===== src/rtl/tmr_pkg.sv =====
// Shared definitions for the compare/capture timer: register addresses,
// the mode byte layout and its reset value.
package tmr_pkg;
    localparam int NCH    = 2;
    localparam int ADDR_W = 3;

    localparam logic [ADDR_W-1:0] A_RUN  = 3'd0;
    localparam logic [ADDR_W-1:0] A_MODE = 3'd1;
    localparam logic [ADDR_W-1:0] A_CH0  = 3'd2;
    localparam logic [ADDR_W-1:0] A_CH1  = 3'd3;
    localparam logic [ADDR_W-1:0] A_CNT  = 3'd4;

    typedef struct packed {
        logic ovf_halt;
        logic out_en;
        logic act_high;
        logic ext_clk;
        logic clr_on_ch1;
        logic rsvd;
        logic ch1_cmp;
        logic ch0_cmp;
    } mode_t;

    localparam logic [7:0] MODE_RST  = 8'h20;
    localparam logic [7:0] RSVD_MASK = 8'h04;
endpackage


===== src/rtl/tmr_regs.sv =====
// Run bit and mode byte. Assumes the bus writes the run bit through bit 0
// of the low byte. Mode writes are accepted only while stopped, and the
// reserved bit is forced to zero.
module tmr_regs
    import tmr_pkg::*;
(
    input  logic              clk,
    input  logic              rst_n,
    input  logic              wr_en,
    input  logic [ADDR_W-1:0] addr,
    input  logic [7:0]        wdata,
    output logic              run_q,
    output logic              start_wr,
    output mode_t             mode_q
);
    logic wr_run;
    logic wr_mode;

    // Decode of the writes that target this block.
    always_comb begin
        wr_run   = wr_en && (addr == A_RUN);
        wr_mode  = wr_en && (addr == A_MODE);
        start_wr = wr_run && wdata[0];
    end

    // Run bit register.
    always_ff @(posedge clk) begin
        if (!rst_n)      run_q <= 1'b0;
        else if (wr_run) run_q <= wdata[0];
    end

    // Mode byte register, locked while the timer runs.
    always_ff @(posedge clk) begin
        if (!rst_n)                 mode_q <= mode_t'(MODE_RST);
        else if (wr_mode && !run_q) mode_q <= mode_t'(wdata & ~RSVD_MASK);
    end


    mode_locked_chk: assert property (@(posedge clk) disable iff (!rst_n)
        run_q |=> $stable(mode_q));

    rsvd_zero_chk: assert property (@(posedge clk) disable iff (!rst_n)
        mode_q.rsvd == 1'b0);
endmodule


===== src/rtl/tmr_counter.sv =====
// Up-counter with wrap or halt on overflow and a synchronous clear request.
// Assumes run is the registered run bit. A stopped timer holds the count at zero.
module tmr_counter #(
    parameter int CW = 16
) (
    input  logic          clk,
    input  logic          rst_n,
    input  logic          run,
    input  logic          start_wr,
    input  logic          ovf_halt,
    input  logic          clr_req,
    output logic [CW-1:0] cnt_q,
    output logic          counting
);
    localparam logic [CW-1:0] CNT_MAX = {CW{1'b1}};

    logic halted_q;

    // The count advances only while running and not parked after an overflow.
    always_comb counting = run && !halted_q;

    // Count, clear, wrap and halt sequencing.
    always_ff @(posedge clk) begin
        if (!rst_n || !run) begin
            cnt_q    <= '0;
            halted_q <= 1'b0;
        end else if (halted_q) begin
            if (start_wr) halted_q <= 1'b0;
        end else if (clr_req) begin
            cnt_q <= '0;
        end else if (cnt_q == CNT_MAX) begin
            cnt_q    <= '0;
            halted_q <= ovf_halt;
        end else begin
            cnt_q <= cnt_q + 1'b1;
        end
    end


    halt_zero_chk: assert property (@(posedge clk) disable iff (!rst_n)
        halted_q |-> cnt_q == '0);

    count_step_chk: assert property (@(posedge clk) disable iff (!rst_n)
        counting && !clr_req && cnt_q != CNT_MAX |=> cnt_q == $past(cnt_q) + 1'b1);

    clear_chk: assert property (@(posedge clk) disable iff (!rst_n)
        counting && clr_req |=> cnt_q == '0);
endmodule


===== src/rtl/tmr_channel.sv =====
// One compare/capture channel: a value register, the compare match and a
// two-flop synchronizer with rising-edge detect for the capture input.
// A capture takes priority over a bus write in the same cycle.
module tmr_channel #(
    parameter int CW = 16
) (
    input  logic          clk,
    input  logic          rst_n,
    input  logic          cmp_mode,
    input  logic          counting,
    input  logic [CW-1:0] cnt,
    input  logic          wr_en,
    input  logic [CW-1:0] wdata,
    input  logic          cap_in,
    output logic [CW-1:0] val_q,
    output logic          match
);
    logic [2:0] sync_q;
    logic       rise;

    // Synchronizer and edge-history chain for the event input.
    always_ff @(posedge clk) begin
        if (!rst_n) sync_q <= '0;
        else        sync_q <= {sync_q[1:0], cap_in};
    end

    // Match and capture-edge decode.
    always_comb begin
        rise  = sync_q[1] && !sync_q[2];
        match = cmp_mode && counting && (cnt == val_q);
    end

    // Channel value: captured count or bus-written value.
    always_ff @(posedge clk) begin
        if (!rst_n)                 val_q <= '0;
        else if (!cmp_mode && rise) val_q <= cnt;
        else if (wr_en)             val_q <= wdata;
    end


    capture_chk: assert property (@(posedge clk) disable iff (!rst_n)
        !cmp_mode && rise |=> val_q == $past(cnt));
endmodule


===== src/rtl/tmr_outpin.sv =====
// Output pin state. Keeps an "active" flag that is cleared while stopped
// or disabled and flips once per clock on which any compare channel matches.
// The pin level is the flag mapped through the active-level bit.
module tmr_outpin #(
    parameter int NM = 2
) (
    input  logic          clk,
    input  logic          rst_n,
    input  logic          run,
    input  logic          out_en,
    input  logic          act_high,
    input  logic [NM-1:0] match,
    output logic          pin
);
    logic active_q;

    // Active flag: cleared when stopped or disabled, flipped on any match.
    always_ff @(posedge clk) begin
        if (!rst_n || !run || !out_en) active_q <= 1'b0;
        else if (|match)               active_q <= !active_q;
    end

    // Pin level from the flag and the polarity bit.
    always_comb pin = act_high ? active_q : !active_q;


    disabled_level_chk: assert property (@(posedge clk) disable iff (!rst_n)
        !out_en |-> pin == !act_high);

    no_spurious_toggle_chk: assert property (@(posedge clk) disable iff (!rst_n)
        run && out_en && !(|match) |=> $stable(pin));

    stop_inactive_chk: assert property (@(posedge clk) disable iff (!rst_n)
        !run |=> pin == !act_high);
endmodule


===== src/rtl/cmp_pulse_timer.sv =====
// Top of the compare/capture timer. Wires the registers, the counter, two
// channels and the pin logic, and drives the combinational read mux.
// Assumes CW >= 8 so the mode byte fits in the data bus.
module cmp_pulse_timer
    import tmr_pkg::*;
#(
    parameter int CW = 16
) (
    input  logic              clk,
    input  logic              rst_n,
    input  logic              reg_wr,
    input  logic [ADDR_W-1:0] reg_addr,
    input  logic [CW-1:0]     reg_wdata,
    output logic [CW-1:0]     reg_rdata,
    input  logic [NCH-1:0]    cap_in,
    output logic              tmr_out
);
    logic           run_q;
    logic           start_wr;
    mode_t          mode_q;
    logic [CW-1:0]  cnt_q;
    logic           counting;
    logic [NCH-1:0] match;
    logic [NCH-1:0] cmp_sel;
    logic [CW-1:0]  ch_val [NCH];

    // Per-channel mode bits from the mode byte.
    always_comb cmp_sel = {mode_q.ch1_cmp, mode_q.ch0_cmp};

    tmr_regs u_regs (
        .clk      (clk),
        .rst_n    (rst_n),
        .wr_en    (reg_wr),
        .addr     (reg_addr),
        .wdata    (reg_wdata[7:0]),
        .run_q    (run_q),
        .start_wr (start_wr),
        .mode_q   (mode_q)
    );

    tmr_counter #(.CW(CW)) u_cnt (
        .clk      (clk),
        .rst_n    (rst_n),
        .run      (run_q),
        .start_wr (start_wr),
        .ovf_halt (mode_q.ovf_halt),
        .clr_req  (mode_q.clr_on_ch1 && match[1]),
        .cnt_q    (cnt_q),
        .counting (counting)
    );

    for (genvar g = 0; g < NCH; g++) begin : g_ch
        tmr_channel #(.CW(CW)) u_ch (
            .clk      (clk),
            .rst_n    (rst_n),
            .cmp_mode (cmp_sel[g]),
            .counting (counting),
            .cnt      (cnt_q),
            .wr_en    (reg_wr && (reg_addr == A_CH0 + ADDR_W'(g))),
            .wdata    (reg_wdata),
            .cap_in   (cap_in[g]),
            .val_q    (ch_val[g]),
            .match    (match[g])
        );
    end

    tmr_outpin #(.NM(NCH)) u_pin (
        .clk      (clk),
        .rst_n    (rst_n),
        .run      (run_q),
        .out_en   (mode_q.out_en),
        .act_high (mode_q.act_high),
        .match    (match),
        .pin      (tmr_out)
    );

    // Read data selection by address.
    always_comb begin
        case (reg_addr)
            A_RUN:   reg_rdata = CW'(run_q);
            A_MODE:  reg_rdata = CW'(mode_q);
            A_CH0:   reg_rdata = ch_val[0];
            A_CH1:   reg_rdata = ch_val[1];
            A_CNT:   reg_rdata = cnt_q;
            default: reg_rdata = '0;
        endcase
    end


    capture_no_match_chk: assert property (@(posedge clk) disable iff (!rst_n)
        !mode_q.ch0_cmp && !mode_q.ch1_cmp |-> match == '0);
endmodule


===== config.mk =====
export PLATFORM = sky130hd
export DESIGN_NAME = cmp_pulse_timer
export DESIGN_NICKNAME = d
export VERILOG_FILES = /design/src/rtl/tmr_pkg.sv /design/src/rtl/tmr_regs.sv /design/src/rtl/tmr_counter.sv /design/src/rtl/tmr_channel.sv /design/src/rtl/tmr_outpin.sv /design/src/rtl/cmp_pulse_timer.sv
export SDC_FILE = /design/constraint.sdc
export NUM_CORES = 1
export LEC_CHECK = 0
export BUFFER_PORTS_ARGS = -buffer_cell sky130_fd_sc_hd__buf_2
export CORE_ASPECT_RATIO = 2
export CORE_MARGIN = 2
export CORE_UTILIZATION = 53
export DETAILED_ROUTE_END_ITERATION = 16
export GPL_TIMING_DRIVEN = 1
export PLACE_DENSITY_LB_ADDON = 0.3
export SLEW_MARGIN = 20
export SYNTH_ARGS = -nofsm -noshare
export SYNTH_HDL_FRONTEND = slang
export SYNTH_SLANG_ARGS = --single-unit

===== constraint.sdc =====
create_clock -name clk -period 2.6 [get_ports clk]
set_input_delay 0.52 -clock clk [delete_from_list [all_inputs] [get_ports clk]]
set_output_delay 0.52 -clock clk [all_outputs]
set_load 0.01 [all_outputs]

==> flow_metrics.py <==
metrics = {
    "pwr": {
        "seqPwrFrac_pct": 41.8,
        "total_power_w": 0.002549,
        "power.share.clock_pct": 46.9,
        "max-vdd-ir-drop_uv": 707.5,
        "switching_share_pct": 25.41,
        "combPwrFrac_pct": 11.3,
        "internal_power_w": 0.001901,
        "power_density_mw_per_mm2": 573.5,
        "p_switching_w": 0.0006475,
        "leakagePower_nw": 1.960,
    },
    "sta": {
        "slew_viol_final": 0,
        "clock_skew_ns": 0.005443,
        "rsz0062_at_grt": "false",
        "slew_headroom_pct": 51.54,
        "fin_crit_sh_pct": 93.01,
        "setup_tns_ns": 0,
        "fmax_mhz": 413.5,
        "setup_viol": 0,
        "layout_min_cycle_time_ns": 2.418,
        "tightest_slew_ns": 0.7269,
        "hold_viol": 0,
    },
    "global_route": {
        "grt.total_usage_pct": 27.57,
        "grt_start_max_net_pins": 50,
        "grt_pass1_wl_mm": 16.42,
        "grt_overflow": 0,
        "grt_pass1_vias": 3254,
        "antenna_found_initial": 0,
    },
    "die": {
        "row_count": 43,
        "die_y_um": 123.6,
        "io_pins": 41,
        "start_util_pct": 54.66,
        "core-area_mm2": 0.006940,
        "die_width_um": 63.83,
        "die_area_mm2": 0.007892,
    },
    "hold_path": {
        "hold_path.class": "input port to flop",
        "min_from": "cap_in[0]",
    },
    "layout": {
        "fin_area_mm2": 0.004444,
        "final_nets": 500,
        "instances_no_fill": 570,
        "diodes": 0,
        "fill_cells": 599,
        "drive_gt1_share_pct": 18.96,
        "area_growth_pct": 17.15,
    },
    "critical_path": {
        "crit_required_ns": 2.82,
        "path_cells": "ha_1 > nand3_4 > or3_1 > o41ai_2 > a21oi_2 > and3_1 > a221o_1",
        "max_stage_delay_ns": 0.50,
        "critical_path_arrival_ns": 2.64,
        "cp_slowest_cell": "or3_1",
        "cp-start-kind": "flop",
        "r2r_slack_ns": 0.18,
        "critPathLaunch": "u_cnt.cnt_q[0]",
        "worstSetupEndpointType": "flop",
        "cp_top_family": "simple AND/OR/NAND/NOR gates",
        "cp_max_fo": 16,
        "crit_buf_inv": 0,
        "r2r_start": "u_cnt.cnt_q[0]",
        "critPathKind": "flop to flop",
    },
    "placement": {
        "placed_cell_area_mm2": 0.004145,
        "dp.cells": 554,
        "port_buffers": 40,
        "place_congestion": 1.014,
        "hpwl_mm": 7.687,
    },
    "clocking": {
        "cts_resized": 0,
        "tritoncts": "done",
        "path_clk_slew_ns": 0.06,
        "root_buffer": "clkbuf_16",
        "ctsHoldBuffers": 0,
        "clk_latency_ns": 0.34,
        "cts_sinks": 64,
        "numCtsBuffers": 9,
        "cts_buffer_depth": 2,
        "post-cts-setup-buffers": 0,
        "cts_max_level": 3,
    },
    "yosys": {
        "syn_inst": 442,
        "syn-cell-area_mm2": 0.003794,
        "ys_async_sr_fraction_pct": 0,
        "synth_edf_count": 0,
        "yosysTopAreaCell": "dfxtp_1",
        "syn_avg_cell_area_um2": 8.583,
        "synthFlopType": "dfxtp_1",
        "yosys-top-cells-area": "dfxtp_1 (34%), mux2i_1 (12%), o211a_1 (8.4%)",
        "ys_seq_area_share_pct": 33.77,
        "synth_cell_types": 46,
        "yosysWarningCount": 0,
        "netlist.area_leader.share_pct": 33.77,
        "syn_nets": 467,
        "synth-seq-cells": 64,
    },
    "drt": {
        "drc": 0,
        "wl_per_cell_um": 18.78,
        "dr.pass1.iters": 5,
        "via_count": 3475,
        "ant_nets": 0,
        "drtIter0Drc": 184,
        "via_per_inst": 6.096,
        "totalWireLength_mm": 10.70,
    },
    "run_status": {
        "status": "finished, final reports clean",
    },
    "flow_run": {
        "maxCapViolations": 0,
    },
}
## sequential cells by signal (all words and copies together), names as in the netlist
signal and flops:
g_ch.u_ch.val_q 32, u_pin.active_q 1, u_regs.run_q 1, u_cnt.halted_q 1, u_regs.mode_q 7, g_ch.u_ch.sync_q 6, u_cnt.cnt_q 16
## cell families after synthesis
family	Yosys count	share of synthesized area, %
AOI/OAI and AO/OA	90	19.03
xor gates and xnor gates	36	8.311
adders and majority gates	1	0.3298
buffers and inverters	50	5.640
DFF	64	33.77
muxes	47	12.73
and+or+nand+nor	154	20.18
## routing by layer
| metal | vias to the layer above | GRT usage (%) | routed length [um] |
|---|---|---|---|
| met3 | 43 | 5.149 | 561 |
| met4 | 0 | 17.53 | 522 |
| met2 | 154 | 49.74 | 5717 |
| met1 | 1639 | 28.78 | 3901 |
| met5 | - | 0 | 0 |
| li1 | 1639 | - | - |
## cells in the final DEF (no fill, tap or decap), drive strengths merged, types with 2 or more instances in the layout
cell      netlist  layout
nand2          68      68
buf            15      65
dfxtp          64      64
mux2i          46      46
xnor2          32      32
o211a          32      32
a22oi          16      16
o21ai          16      16
nor2           16      16
nand3          15      15
nor2b          10      10
clkbuf         28      10
nand4           8       8
and2            7       7
inv             7       7
o22ai           6       6
nand2b          5       5
nor4            5       5
and3            5       5
a21oi           5       5
nor3b           5       5
xor2            4       4
nor3            3       3
a21o            3       3
a22o            3       3
clkinvlp        0       3
or3             2       2
o311ai          2       2
clkinv          0       2
o41ai           2       2
## power by group through the flow
stage	Combinational, W	Clock, W	Sequential (W)
floorplan	0.000191	0	0.00107
global placement	0.000282	0	0.00108
detailed placement	0.000285	0	0.00108
CTS	0.000288	0.00122	0.00106
global route	0.000310	0.00126	0.00107
finish	0.000288	0.00120	0.00106
## stage by stage
stage	hold slack, ns	worst slack, ns	util (%)
floorplan	0.4119	0.3319	-
global placement	0.4134	0.2337	59.73
detailed placement	0.4228	0.2042	59.73
CTS	0.3816	0.2042	64.03
global route	0.3884	0.1057	64.03
finish	0.3893	0.1817	64.03
## cells in the mapped netlist (all sizes together) (2+ instances only)
cell type / instances
a21o: 3
a21oi: 5
a22o: 3
a22oi: 16
and2: 7
and3: 5
buf: 15
clkbuf: 28
dfxtp: 64
inv: 7
mux2i: 46
nand2: 68
nand2b: 5
nand3: 15
nand4: 8
nor2: 16
nor2b: 10
nor3: 3
nor3b: 5
nor4: 5
o211a: 32
o21ai: 16
o22ai: 6
o311ai: 2
o41ai: 2
or3: 2
xnor2: 32
xor2: 4
## worst register-to-register path, cell delays in order, from the launching register on
cell	delay, ns
dfxtp_1	0.33
ha_1	0.27
nand3_4	0.11
or3_1	0.50
o41ai_2	0.39
a21oi_2	0.20
and3_1	0.26
a221o_1	0.25
## worst paths after layout
kind / endpoint / depth (start not counted)
setup / recovery: u_cnt.cnt_q[14] / 7
hold / removal: g_ch[0].u_ch.sync_q[0] / 2
setup reg to reg: u_cnt.cnt_q[14] / 7
hold reg to reg: g_ch[1].u_ch.sync_q[1] / 1
## cell type report
type	count	area, um2	area share (%)
well taps	90	112.6	2.534
multi-input cells	328	2312	52.03
clock inverters	6	70.07	1.577
flip-flops and latches	64	1281	28.83
clock buffers	10	229.0	5.152
inverters	7	26.28	0.5912
repair buffers	65	412.9	9.291
No activity file was read; power rests on OpenSTA's default activity.
